### src/rtl/cal_mbox_pkg.sv
package cal_mbox_pkg;

    localparam int REG_W  = 32;
    localparam int STRB_W = REG_W / 8;

    // Register offsets; software polls these fixed locations.
    localparam logic [11:0] OFS_CAL_STAT = 12'h400;
    localparam logic [11:0] OFS_CMD      = 12'h43C;
    localparam logic [11:0] OFS_PARAM_LO = 12'h440;
    localparam logic [11:0] OFS_PARAM_HI = 12'h458;
    localparam logic [11:0] OFS_RESP     = 12'h45C;

    // Command decode constants
    localparam logic [7:0]  CTYPE_CAL = 8'h05;
    localparam logic [15:0] OPC_RECAL = 16'h000A;

    localparam logic [1:0] AXI_OKAY   = 2'b00;
    localparam logic [1:0] AXI_SLVERR = 2'b10;

    typedef struct packed {
        logic [2:0]  tgt;
        logic [4:0]  inst;
        logic [7:0]  ctype;
        logic [15:0] opc;
    } cmd_word_t;

    typedef enum logic { WR_IDLE, WR_RESP } wr_state_t;
    typedef enum logic { RD_IDLE, RD_DATA } rd_state_t;
    typedef enum logic [1:0] { SQ_IDLE, SQ_LAUNCH, SQ_WAIT } seq_state_t;
    typedef enum logic { EN_IDLE, EN_RUN } eng_state_t;

endpackage

### src/rtl/mbox_axil_port.sv
module mbox_axil_port
    import cal_mbox_pkg::*;
(
    input  logic             clk,
    input  logic             rst_n,
    input  logic             s_awvalid,
    output logic             s_awready,
    input  logic             s_wvalid,
    output logic             s_wready,
    output logic [1:0]       s_bresp,
    output logic             s_bvalid,
    input  logic             s_bready,
    input  logic             s_arvalid,
    output logic             s_arready,
    output logic [REG_W-1:0] s_rdata,
    output logic [1:0]       s_rresp,
    output logic             s_rvalid,
    input  logic             s_rready,
    output logic             wr_fire,
    output logic             rd_fire,
    input  logic             wr_err,
    input  logic             rd_err,
    input  logic [REG_W-1:0] rd_data
);

    wr_state_t wst, wst_nx;
    rd_state_t rst_q, rst_nx;
    logic [1:0]       bresp_q;
    logic [1:0]       rresp_q;
    logic [REG_W-1:0] rdata_q;

    // state registers
    always_ff @(posedge clk) begin
        if (!rst_n) begin
            wst   <= WR_IDLE;
            rst_q <= RD_IDLE;
        end else begin
            wst   <= wst_nx;
            rst_q <= rst_nx;
        end
    end

    // next state and handshake outputs
    always_comb begin
        wst_nx  = wst;
        wr_fire = 1'b0;
        unique case (wst)
            WR_IDLE: begin
                wr_fire = s_awvalid && s_wvalid;
                if (wr_fire) wst_nx = WR_RESP;
            end
            WR_RESP: if (s_bready) wst_nx = WR_IDLE;
            default: wst_nx = WR_IDLE;
        endcase
        rst_nx  = rst_q;
        rd_fire = 1'b0;
        unique case (rst_q)
            RD_IDLE: begin
                rd_fire = s_arvalid;
                if (rd_fire) rst_nx = RD_DATA;
            end
            RD_DATA: if (s_rready) rst_nx = RD_IDLE;
            default: rst_nx = RD_IDLE;
        endcase
    end

    assign s_awready = wr_fire;
    assign s_wready  = wr_fire;
    assign s_bvalid  = (wst == WR_RESP);
    assign s_arready = (rst_q == RD_IDLE);
    assign s_rvalid  = (rst_q == RD_DATA);
    assign s_bresp   = bresp_q;
    assign s_rresp   = rresp_q;
    assign s_rdata   = rdata_q;

    // response payload captured at acceptance, held until taken
    always_ff @(posedge clk) begin
        if (!rst_n) begin
            bresp_q <= AXI_OKAY;
            rresp_q <= AXI_OKAY;
            rdata_q <= '0;
        end else begin
            if (wr_fire) bresp_q <= wr_err ? AXI_SLVERR : AXI_OKAY;
            if (rd_fire) begin
                rresp_q <= rd_err ? AXI_SLVERR : AXI_OKAY;
                rdata_q <= rd_data;
            end
        end
    end

endmodule

### src/rtl/mbox_regs.sv
module mbox_regs
    import cal_mbox_pkg::*;
#(
    parameter int ADDR_W = 12
) (
    input  logic              wr_fire,
    input  logic [ADDR_W-1:0] wr_addr,
    input  logic [REG_W-1:0]  wr_data,
    input  logic [STRB_W-1:0] wr_strb,
    input  logic [ADDR_W-1:0] rd_addr,
    input  logic [REG_W-1:0]  cmd_q,
    input  logic              resp_ready,
    input  logic              resp_err,
    input  logic [2:0]        stat_bits,
    output logic              cmd_wr,
    output logic [REG_W-1:0]  cmd_wdata,
    output logic              resp_clr,
    output logic              wr_err,
    output logic              rd_err,
    output logic [REG_W-1:0]  rd_data
);

    localparam logic [ADDR_W-1:0] A_STAT = ADDR_W'(OFS_CAL_STAT);
    localparam logic [ADDR_W-1:0] A_CMD  = ADDR_W'(OFS_CMD);
    localparam logic [ADDR_W-1:0] A_RESP = ADDR_W'(OFS_RESP);
    localparam logic [ADDR_W-1:0] A_PLO  = ADDR_W'(OFS_PARAM_LO);
    localparam logic [ADDR_W-1:0] A_PHI  = ADDR_W'(OFS_PARAM_HI);

    function automatic logic is_param(input logic [ADDR_W-1:0] a);
        return (a >= A_PLO) && (a <= A_PHI) && (a[1:0] == 2'b00);
    endfunction

    function automatic logic is_mapped(input logic [ADDR_W-1:0] a);
        return (a == A_STAT) || (a == A_CMD) || (a == A_RESP) || is_param(a);
    endfunction

    logic [REG_W-1:0] lane_mask;

    // byte-lane merge of the command word
    always_comb begin
        for (int b = 0; b < STRB_W; b++) begin
            lane_mask[b*8 +: 8] = {8{wr_strb[b]}};
        end
        cmd_wdata = (cmd_q & ~lane_mask) | (wr_data & lane_mask);
    end

    assign cmd_wr   = wr_fire && (wr_addr == A_CMD);
    assign resp_clr = wr_fire && (wr_addr == A_RESP) && wr_strb[0] && !wr_data[0];
    assign wr_err   = !is_mapped(wr_addr);

    always_comb begin
        rd_data = '0;
        rd_err  = 1'b0;
        if (rd_addr == A_STAT)      rd_data = {{(REG_W-3){1'b0}}, stat_bits};
        else if (rd_addr == A_CMD)  rd_data = cmd_q;
        else if (rd_addr == A_RESP) rd_data = {{(REG_W-2){1'b0}}, resp_err, resp_ready};
        else if (!is_param(rd_addr)) rd_err = 1'b1;
    end

endmodule

### src/rtl/mbox_seq.sv
module mbox_seq
    import cal_mbox_pkg::*;
#(
    parameter int NUM_CH = 2
) (
    input  logic              clk,
    input  logic              rst_n,
    input  logic              cmd_wr,
    input  logic [REG_W-1:0]  cmd_wdata,
    input  logic              resp_clr,
    input  logic [NUM_CH-1:0] ch_enable,
    input  logic [NUM_CH-1:0] eng_done,
    output logic [NUM_CH-1:0] cal_start,
    output logic [REG_W-1:0]  cmd_q,
    output logic              resp_ready,
    output logic              resp_err
);

    localparam int CH_W = (NUM_CH > 1) ? $clog2(NUM_CH) : 1;

    seq_state_t state, state_nx;
    cmd_word_t  cmd_in;
    logic [CH_W-1:0] ch_sel, hit_sel;
    logic hit, hit_en, cmd_ok, pending, accept, finish;

    assign cmd_in = cmd_wdata;

    // target lookup: type value c+1 routes to channel c
    always_comb begin
        hit     = 1'b0;
        hit_en  = 1'b0;
        hit_sel = '0;
        for (int c = 0; c < NUM_CH; c++) begin
            if (cmd_in.tgt == 3'(c + 1)) begin
                hit     = 1'b1;
                hit_en  = ch_enable[c];
                hit_sel = CH_W'(c);
            end
        end
        cmd_ok = hit && hit_en && (cmd_in.inst == 5'd0) &&
                 (cmd_in.ctype == CTYPE_CAL) && (cmd_in.opc == OPC_RECAL);
    end

    assign pending = (state != SQ_IDLE) || resp_ready;
    assign accept  = cmd_wr && !pending;
    assign finish  = (state == SQ_WAIT) && eng_done[ch_sel];

    always_ff @(posedge clk) begin
        if (!rst_n) state <= SQ_IDLE;
        else        state <= state_nx;
    end

    always_comb begin
        state_nx  = state;
        cal_start = '0;
        unique case (state)
            SQ_IDLE:   if (accept && cmd_ok) state_nx = SQ_LAUNCH;
            SQ_LAUNCH: begin
                cal_start = NUM_CH'(1) << ch_sel;
                state_nx  = SQ_WAIT;
            end
            SQ_WAIT:   if (eng_done[ch_sel]) state_nx = SQ_IDLE;
            default:   state_nx = SQ_IDLE;
        endcase
    end

    always_ff @(posedge clk) begin
        if (!rst_n) begin
            cmd_q      <= '0;
            ch_sel     <= '0;
            resp_ready <= 1'b0;
            resp_err   <= 1'b0;
        end else begin
            if (resp_clr) resp_ready <= 1'b0;
            if (accept) begin
                cmd_q <= cmd_wdata;
                if (cmd_ok) begin
                    ch_sel   <= hit_sel;
                    resp_err <= 1'b0;
                end else begin
                    resp_ready <= 1'b1;
                    resp_err   <= 1'b1;
                end
            end
            if (finish) resp_ready <= 1'b1;
        end
    end

endmodule

### src/rtl/cal_engine.sv
module cal_engine
    import cal_mbox_pkg::*;
#(
    parameter int CAL_CYCLES = 8
) (
    input  logic clk,
    input  logic rst_n,
    input  logic start,
    input  logic pass_in,
    output logic busy,
    output logic ok,
    output logic bad,
    output logic done
);

    localparam int CNT_W = $clog2(CAL_CYCLES + 1);

    eng_state_t state, state_nx;
    logic [CNT_W-1:0] cnt;
    logic last;

    assign last = (cnt == '0);
    assign busy = (state == EN_RUN);

    always_ff @(posedge clk) begin
        if (!rst_n) state <= EN_IDLE;
        else        state <= state_nx;
    end

    always_comb begin
        state_nx = state;
        unique case (state)
            EN_IDLE: if (start) state_nx = EN_RUN;
            EN_RUN:  if (last)  state_nx = EN_IDLE;
            default: state_nx = EN_IDLE;
        endcase
    end

    always_ff @(posedge clk) begin
        if (!rst_n) begin
            cnt  <= '0;
            ok   <= 1'b0;
            bad  <= 1'b0;
            done <= 1'b0;
        end else begin
            done <= 1'b0;
            if (state == EN_IDLE && start) begin
                cnt <= CNT_W'(CAL_CYCLES - 1);
                ok  <= 1'b0;
                bad <= 1'b0;
            end else if (state == EN_RUN) begin
                if (last) begin
                    ok   <= pass_in;
                    bad  <= !pass_in;
                    done <= 1'b1;
                end else begin
                    cnt <= cnt - 1'b1;
                end
            end
        end
    end

endmodule

### src/rtl/cal_mailbox_axil.sv
module cal_mailbox_axil
    import cal_mbox_pkg::*;
#(
    parameter int ADDR_W     = 12,
    parameter int NUM_CH     = 2,
    parameter int CAL_CYCLES = 8
) (
    input  logic              clk,
    input  logic              rst_n,
    input  logic [ADDR_W-1:0] s_awaddr,
    input  logic              s_awvalid,
    output logic              s_awready,
    input  logic [31:0]       s_wdata,
    input  logic [3:0]        s_wstrb,
    input  logic              s_wvalid,
    output logic              s_wready,
    output logic [1:0]        s_bresp,
    output logic              s_bvalid,
    input  logic              s_bready,
    input  logic [ADDR_W-1:0] s_araddr,
    input  logic              s_arvalid,
    output logic              s_arready,
    output logic [31:0]       s_rdata,
    output logic [1:0]        s_rresp,
    output logic              s_rvalid,
    input  logic              s_rready,
    input  logic [NUM_CH-1:0] ch_enable,
    input  logic [NUM_CH-1:0] cal_pass
);

    logic wr_fire, rd_fire, wr_err, rd_err;
    logic [REG_W-1:0] rd_data, cmd_q, cmd_wdata;
    logic cmd_wr, resp_clr, resp_ready, resp_err;
    logic [NUM_CH-1:0] cal_start, eng_busy, eng_ok, eng_bad, eng_done;
    logic [2:0] stat_bits;

    mbox_axil_port u_port (
        .clk       (clk),
        .rst_n     (rst_n),
        .s_awvalid (s_awvalid),
        .s_awready (s_awready),
        .s_wvalid  (s_wvalid),
        .s_wready  (s_wready),
        .s_bresp   (s_bresp),
        .s_bvalid  (s_bvalid),
        .s_bready  (s_bready),
        .s_arvalid (s_arvalid),
        .s_arready (s_arready),
        .s_rdata   (s_rdata),
        .s_rresp   (s_rresp),
        .s_rvalid  (s_rvalid),
        .s_rready  (s_rready),
        .wr_fire   (wr_fire),
        .rd_fire   (rd_fire),
        .wr_err    (wr_err),
        .rd_err    (rd_err),
        .rd_data   (rd_data)
    );

    mbox_regs #(.ADDR_W(ADDR_W)) u_regs (
        .wr_fire    (wr_fire),
        .wr_addr    (s_awaddr),
        .wr_data    (s_wdata),
        .wr_strb    (s_wstrb),
        .rd_addr    (s_araddr),
        .cmd_q      (cmd_q),
        .resp_ready (resp_ready),
        .resp_err   (resp_err),
        .stat_bits  (stat_bits),
        .cmd_wr     (cmd_wr),
        .cmd_wdata  (cmd_wdata),
        .resp_clr   (resp_clr),
        .wr_err     (wr_err),
        .rd_err     (rd_err),
        .rd_data    (rd_data)
    );

    mbox_seq #(.NUM_CH(NUM_CH)) u_seq (
        .clk        (clk),
        .rst_n      (rst_n),
        .cmd_wr     (cmd_wr),
        .cmd_wdata  (cmd_wdata),
        .resp_clr   (resp_clr),
        .ch_enable  (ch_enable),
        .eng_done   (eng_done),
        .cal_start  (cal_start),
        .cmd_q      (cmd_q),
        .resp_ready (resp_ready),
        .resp_err   (resp_err)
    );

    for (genvar g = 0; g < NUM_CH; g++) begin : g_eng
        cal_engine #(.CAL_CYCLES(CAL_CYCLES)) u_eng (
            .clk     (clk),
            .rst_n   (rst_n),
            .start   (cal_start[g]),
            .pass_in (cal_pass[g]),
            .busy    (eng_busy[g]),
            .ok      (eng_ok[g]),
            .bad     (eng_bad[g]),
            .done    (eng_done[g])
        );
    end

    // aggregated status over enabled channels: {busy, fail, pass}
    assign stat_bits = {|(eng_busy & ch_enable), |(eng_bad & ch_enable), |(eng_ok & ch_enable)};

endmodule

### config.mk
export PLATFORM = sky130hd
export DESIGN_NAME = cal_mailbox_axil
export DESIGN_NICKNAME = d
export VERILOG_FILES = /design/src/rtl/cal_mbox_pkg.sv /design/src/rtl/mbox_axil_port.sv /design/src/rtl/mbox_regs.sv /design/src/rtl/mbox_seq.sv /design/src/rtl/cal_engine.sv /design/src/rtl/cal_mailbox_axil.sv
export SDC_FILE = /design/constraint.sdc
export NUM_CORES = 1
export LEC_CHECK = 0
export CAP_MARGIN = 20
export CORE_MARGIN = 2
export CORE_UTILIZATION = 38
export CTS_CLUSTER_SIZE = 8
export DETAILED_ROUTE_END_ITERATION = 8
export DONT_BUFFER_PORTS = 1
export PLACE_DENSITY = 0.55
export SYNTH_ARGS = -nofsm -noshare
export SYNTH_HDL_FRONTEND = slang
export SYNTH_HIERARCHICAL = 1
export SYNTH_SLANG_ARGS = --single-unit
### constraint.sdc
create_clock -name clk -period 2.9 [get_ports clk]
set_input_delay 0.58 -clock clk [delete_from_list [all_inputs] [get_ports clk]]
set_output_delay 0.58 -clock clk [all_outputs]
set_load 0.005 [all_outputs]
### Yosys cells after proc, flatten, opt, wreduce, memory -nomap -nowiden

Index checks and enable logic that the tools add are counted.

| cells by class | value |
|---|---|
| shifts and indexed selects | 1 |
| order comparisons | 5 |
| mux-type cells | 47 |
| $add $sub $neg | 2 |
| bitwise gates (word level) | 14 |
| equal/unequal tests | 16 |
| reduce and logical (&&, ||, !) cells | 50 |

Operators by type and width:

| kind | number |
|---|---|
| 12-bit by 11-bit == test with 1-bit output (second input constant) | 6 |
| 32-bit bitwise AND | 2 |
| 32-bit two-way mux | 2 |
| 32-bit inverter | 1 |
| 32-bit bitwise OR | 1 |
| 1-bit two-way mux | 28 |
| 12-bit by 11-bit >= comparator with 1-bit output (second input constant) | 2 |
| 12-bit by 11-bit less-or-equal comparator with 1-bit output (second input constant) | 2 |
| 1-bit logical AND | 18 |
| 3-bit two-way mux | 6 |
| 16-bit by 4-bit == test with 1-bit output (second input constant) | 1 |
| 2-bit AND reduction | 8 |
| 2-bit two-way mux | 6 |
| 2-bit OR reduction | 5 |
| 8-bit by 3-bit == test with 1-bit output (second input constant) | 1 |
| 4-bit logical NOT | 2 |
| 1-bit one-hot mux with 2 select lines | 4 |
| 4-bit by 1-bit subtractor with 4-bit output (second input constant) | 2 |
| 1-bit inverter | 7 |
| 2-bit bitwise AND | 3 |
| 2-bit logical NOT | 3 |
| 2-bit != test (second input constant) | 3 |
| 2-bit one-hot mux with 3 select lines | 1 |
| 2-bit nonzero test | 3 |
| 11 further kinds | 18 |

| storage, ports and cells | value |
|---|---|
| output and inout bits | 41 |
| register bits | 91 |
| bits of input ports | 71 |

### Logic depth before layout (Yosys ltp)

| logic depth | value |
|---|---|
| depth after elaboration | 13 |
| depth in mapped cells | 10 |

### Modules after synthesis

The synthesis kept the hierarchy.

By module, submodules not included:

| module | seq. area each (µm²) | times used | area each (µm²) | cells each |
|---|---|---|---|---|
| mbox_seq | 740.7 | 1 | 1,555.2 | 178 |
| mbox_axil_port | 720.7 | 1 | 1,522.7 | 163 |
| mbox_regs | 0.0 | 1 | 842.1 | 105 |
| cal_engine | 160.2 | 2 | 351.6 | 36 |
| cal_mailbox_axil | 0.0 | 1 | 26.3 | 3 |

### Worst setup path after synthesis

No wires, ideal clock.

| path | value |
|---|---|
| path type | input to register |
| from | input port s_wstrb[0] |
| to | register u_seq.ch_sel |
| stages | 6 |
| slack | 0.677 ns |
| data required time | 2.828 ns |
| data arrival time | 2.151 ns |
| cell sequence | clkbuf_1 > mux2_2 > nor4_2 > nand4_1 > nor4_4 > mux2i_1 |

| between the ends | value |
|---|---|
| longest elaborated chain between the ends | 6 |

RTL lines:

| element | line | RTL |
|---|---|---|
| start: declaration | cal_mailbox_axil.sv:14 | `input logic [3:0] s_wstrb,` |
| 32-bit inverter | mbox_regs.sv:44 | `cmd_wdata = (cmd_q & ~lane_mask) \| (wr_data & lane_mask);` |
| 32-bit bitwise AND | mbox_regs.sv:44 |  |
| 32-bit bitwise OR * | mbox_regs.sv:44 |  |
| via cmd_wdata[6] | cal_mailbox_axil.sv:32 | `logic [REG_W-1:0] rd_data, cmd_q, cmd_wdata;` |
| 16-bit by 4-bit == test with 1-bit output * | mbox_seq.sv:41 | `(cmd_in.ctype == CTYPE_CAL) && (cmd_in.opc == OPC_RECAL);` |
| 1-bit logical AND * | mbox_seq.sv:41 |  |
| 2-bit AND reduction (no line) * | - |  |
| end signal: assignment | mbox_seq.sv:78 | `ch_sel <= hit_sel;` |
| end: declaration | mbox_seq.sv:23 | `logic [CH_W-1:0] ch_sel, hit_sel;` |

The timed path passes the listed nets; every way through them passes the cells marked *.
A chain may end at the register's enable or synchronous reset.

### Worst setup path after layout

| path | value |
|---|---|
| from | input port s_araddr[9] |
| to | register u_port.rdata_q[25] (netlist: u_port/s_rdata[25]) |

| between the ends | value |
|---|---|
| longest elaborated chain between the ends | 3 |

RTL lines:

| element | line | RTL |
|---|---|---|
| start: declaration | cal_mailbox_axil.sv:20 | `input logic [ADDR_W-1:0] s_araddr,` |
| 12-bit by 11-bit == test with 1-bit output | mbox_regs.sv:55 | `else if (rd_addr == A_CMD) rd_data = cmd_q;` |
| 32-bit two-way mux | mbox_regs.sv:55 |  |
| 32-bit two-way mux * | mbox_regs.sv:54 | `if (rd_addr == A_STAT) rd_data = {{(REG_W-3){1'b0}}, stat_bits};` |
| via rd_data[25] | cal_mailbox_axil.sv:32 |  |
| end signal: assignment | mbox_axil_port.sv:86 | `rdata_q <= rd_data;` |
| end: declaration | mbox_axil_port.sv:30 | `logic [REG_W-1:0] rdata_q;` |

Marked as above.

==> impl_metrics.toml <==
[clocking]
clkSinkCount = 89
postCtsSetupBuffers = 0
cts_resized = 0
cts_tree = "built"
cts_buffers = 9
cts_max_path_buffers = 2
cts_hold_buf = 0
clock_latency_ns = 0.34
clkTransAtPathRegs_ns = 0.06
htreeDepth = 3
root_buffer = "clkbuf_16"

[floorplan]
dieArea_mm2 = 0.0131
num_rows = 40
die_w_um = 115
initial_utilization_pct = 38.9
die_h_um = 115
ios = 112
core_mm2 = 0.0120

[synthesis]
synth_ff_type = "dfxtp_1"
synth_warnings = 6
ys_seq_area_share_pct = 38.3
synth_edf_count = 0
ys_async_sr_fraction_pct = 0
ys_types = 58
synth_seq_cells = 89
synth_top_area_share_pct = 38.3
synth_most_common_cell = "nand2_1"
syn_area_per_cell_um2 = 8.92
yosysTopAreaCell = "dfxtp_1"
syn_area_mm2 = 0.00465
synth_common_cells = "nand2_1, dfxtp_1, mux2_2"
syn_inst = 521
ys_top_cells_by_area = "dfxtp_1, nand2_1, mux2_2"

[placement]
place_hpwl_um = 7210
pre_cts_ws_ns = 0.500
placement.cell_area_mm2 = 0.00463
portBuffers = 0
place.gp.congestion = 0.792
dpl.cell_count = 637

[status]
status = "finished, final reports clean"

[setup_path]
crit_arrival_ns = 2.29
worstPathMaxFanout = 31
startpoint_type = "input pin"
cp.required_ns = 3.17
end_kind = "flop"
crit_type = "in -> reg"

[job]
drv_cap = 0

[drt]
viasPerCell = 5.20
first_iter_violations = 184
drt_wl_total_um = 10400
wire_per_inst_um = 15.9
drt_first_pass_iters = 5
ant_nets = 0
dr_total_vias = 3397
drc = 0

[global_routing]
grt-ovfl-total = 0
grt_usage_pct = 16.5
grt_pass1_vias = 3252
antenna_found_initial = 0
grt_max_degree = 82
grt_pass1_wl_um = 16800

[final_layout]
design_area_mm2 = 0.00492
nets = 574
antennaDiodeCount = 0
layout-drive-gt1-share_pct = 20.9
stdcell_count = 653
areaGrowthSynthToFinish_pct = 5.89

[sta]
hold_viol = 0
setup_viol = 0
fin_ws_ns = 0.877
clock_skew_ns = 0.00423
final_max_slew_viol_count = 0
fin_crit_ns = 2.02
setup_tns_ns = 0
rsz0062_at_grt = "false"
clock.fmax_mhz = 494
period_share_pct = 69.8

[worst_hold_path]
hp-class = "in -> reg"

[pwr]
ir_worst_vdd_mv = 0.209
p_leak_nw = 1.64
power_density_mw_per_mm2 = 505
## power by group
group	total (mW)	internal, mW	leakage (nW)	switching (mW)
Clock	1.14	0.672	0.149	0.473
Combinational	0.113	0.0575	0.769	0.0556
Sequential	1.23	1.23	0.717	0.00323
Total	2.49	1.96	1.64	0.531
## layout make-up
| class | count | area [µm²] |
|---|---|---|
| clock buffers | 14 | 284 |
| clock inverters | 2 | 10.0 |
| fillers | 1218 | 7040 |
| inverters | 13 | 53.8 |
| multi-input cells | 384 | 2580 |
| flip-flops and latches | 89 | 1780 |
| well taps | 147 | 184 |
| repair buffers | 4 | 30.0 |
## path summary, 6_finish.rpt
| kind | from | to | slack, ns | depth (start not counted) |
|---|---|---|---|---|
| max | s_araddr[9] | u_port/s_rdata[25] | 0.88 | 6 |
| min reg2reg | u_seq/cmd_q[27] | u_seq/cmd_q[27] | 0.46 | 2 |
| min | cal_pass[0] | g_eng[0].u_eng/bad | 0.32 | 1 |
| max reg2reg | u_seq/cmd_q[24] | u_seq/ch_sel | 1.01 | 5 |
## per-stage QoR
| step | hold WS (ns) | util (%) | power [mW] |
|---|---|---|---|
| floorplan | 0.441 | - | 1.39 |
| global placement | 0.450 | 38.7 | 1.37 |
| detailed placement | 0.458 | 38.7 | 1.37 |
| CTS | 0.307 | 41.2 | 2.53 |
| global route | 0.312 | 41.2 | 2.60 |
| finish | 0.322 | 41.2 | 2.49 |
## worst max-delay path: stages
cell      delay, ns
or4b_1         0.68
nor4_4         0.31
buf_4          0.33
and2_1         0.18
nand2_1        0.05
a21boi_0       0.15
## per-layer routing
layer	vias up	routed length, µm	track usage [%]
met3	12	614	3.92
met5	-	0	0
met2	75	4730	26.0
met4	0	194	7.24
li1	1731	-	-
met1	1579	4860	21.6
## cells by family (layout without fill, tap and decap cells)
family / after synthesis / count (layout) / share of synthesized area (%)
multiplexers: 39 / 39 / 9.26
flip-flops: 89 / 89 / 38.3
buffers and inverters: 49 / 33 / 6.27
adder cells (fa/ha/maj): 2 / 2 / 0.538
AND/OR/NAND/NOR: 242 / 242 / 27.1
other: 1 / 2 / 0.0807
AO/OA/AOI/OAI: 99 / 99 / 18.4
## layout by cell type, fill, tap and decap left out, types with 4 or more instances in the layout
cell,count
inv_1,12
and2_1,27
and3_1,5
a21boi_1,15
nor4b_1,6
clkbuf_8,4
a21oi_1,5
a21oi_2,4
a21boi_0,23
a21boi_2,29
buf_4,4
and2_2,7
clkbuf_16,9
mux2_2,32
nand2_1,140
nor2_1,14
dfxtp_1,89
nor4_1,7
a211oi_1,5
mux2i_1,7
## state kept, by name (all words and copies together) (netlist names)
name	count
g_eng.u_eng/ok	2
u_port/s_rresp	1
u_seq/cmd_q	32
g_eng.u_eng/busy	2
u_seq/state	2
u_port/s_bvalid	1
u_seq/ch_sel	1
g_eng.u_eng/cnt	8
u_port/s_bresp	1
u_seq/resp_err	1
u_port/s_rvalid	1
u_seq/resp_ready	1
u_port/s_rdata	32
g_eng.u_eng/bad	2
g_eng.u_eng/done	2
(Power assumes the default switching activity.)
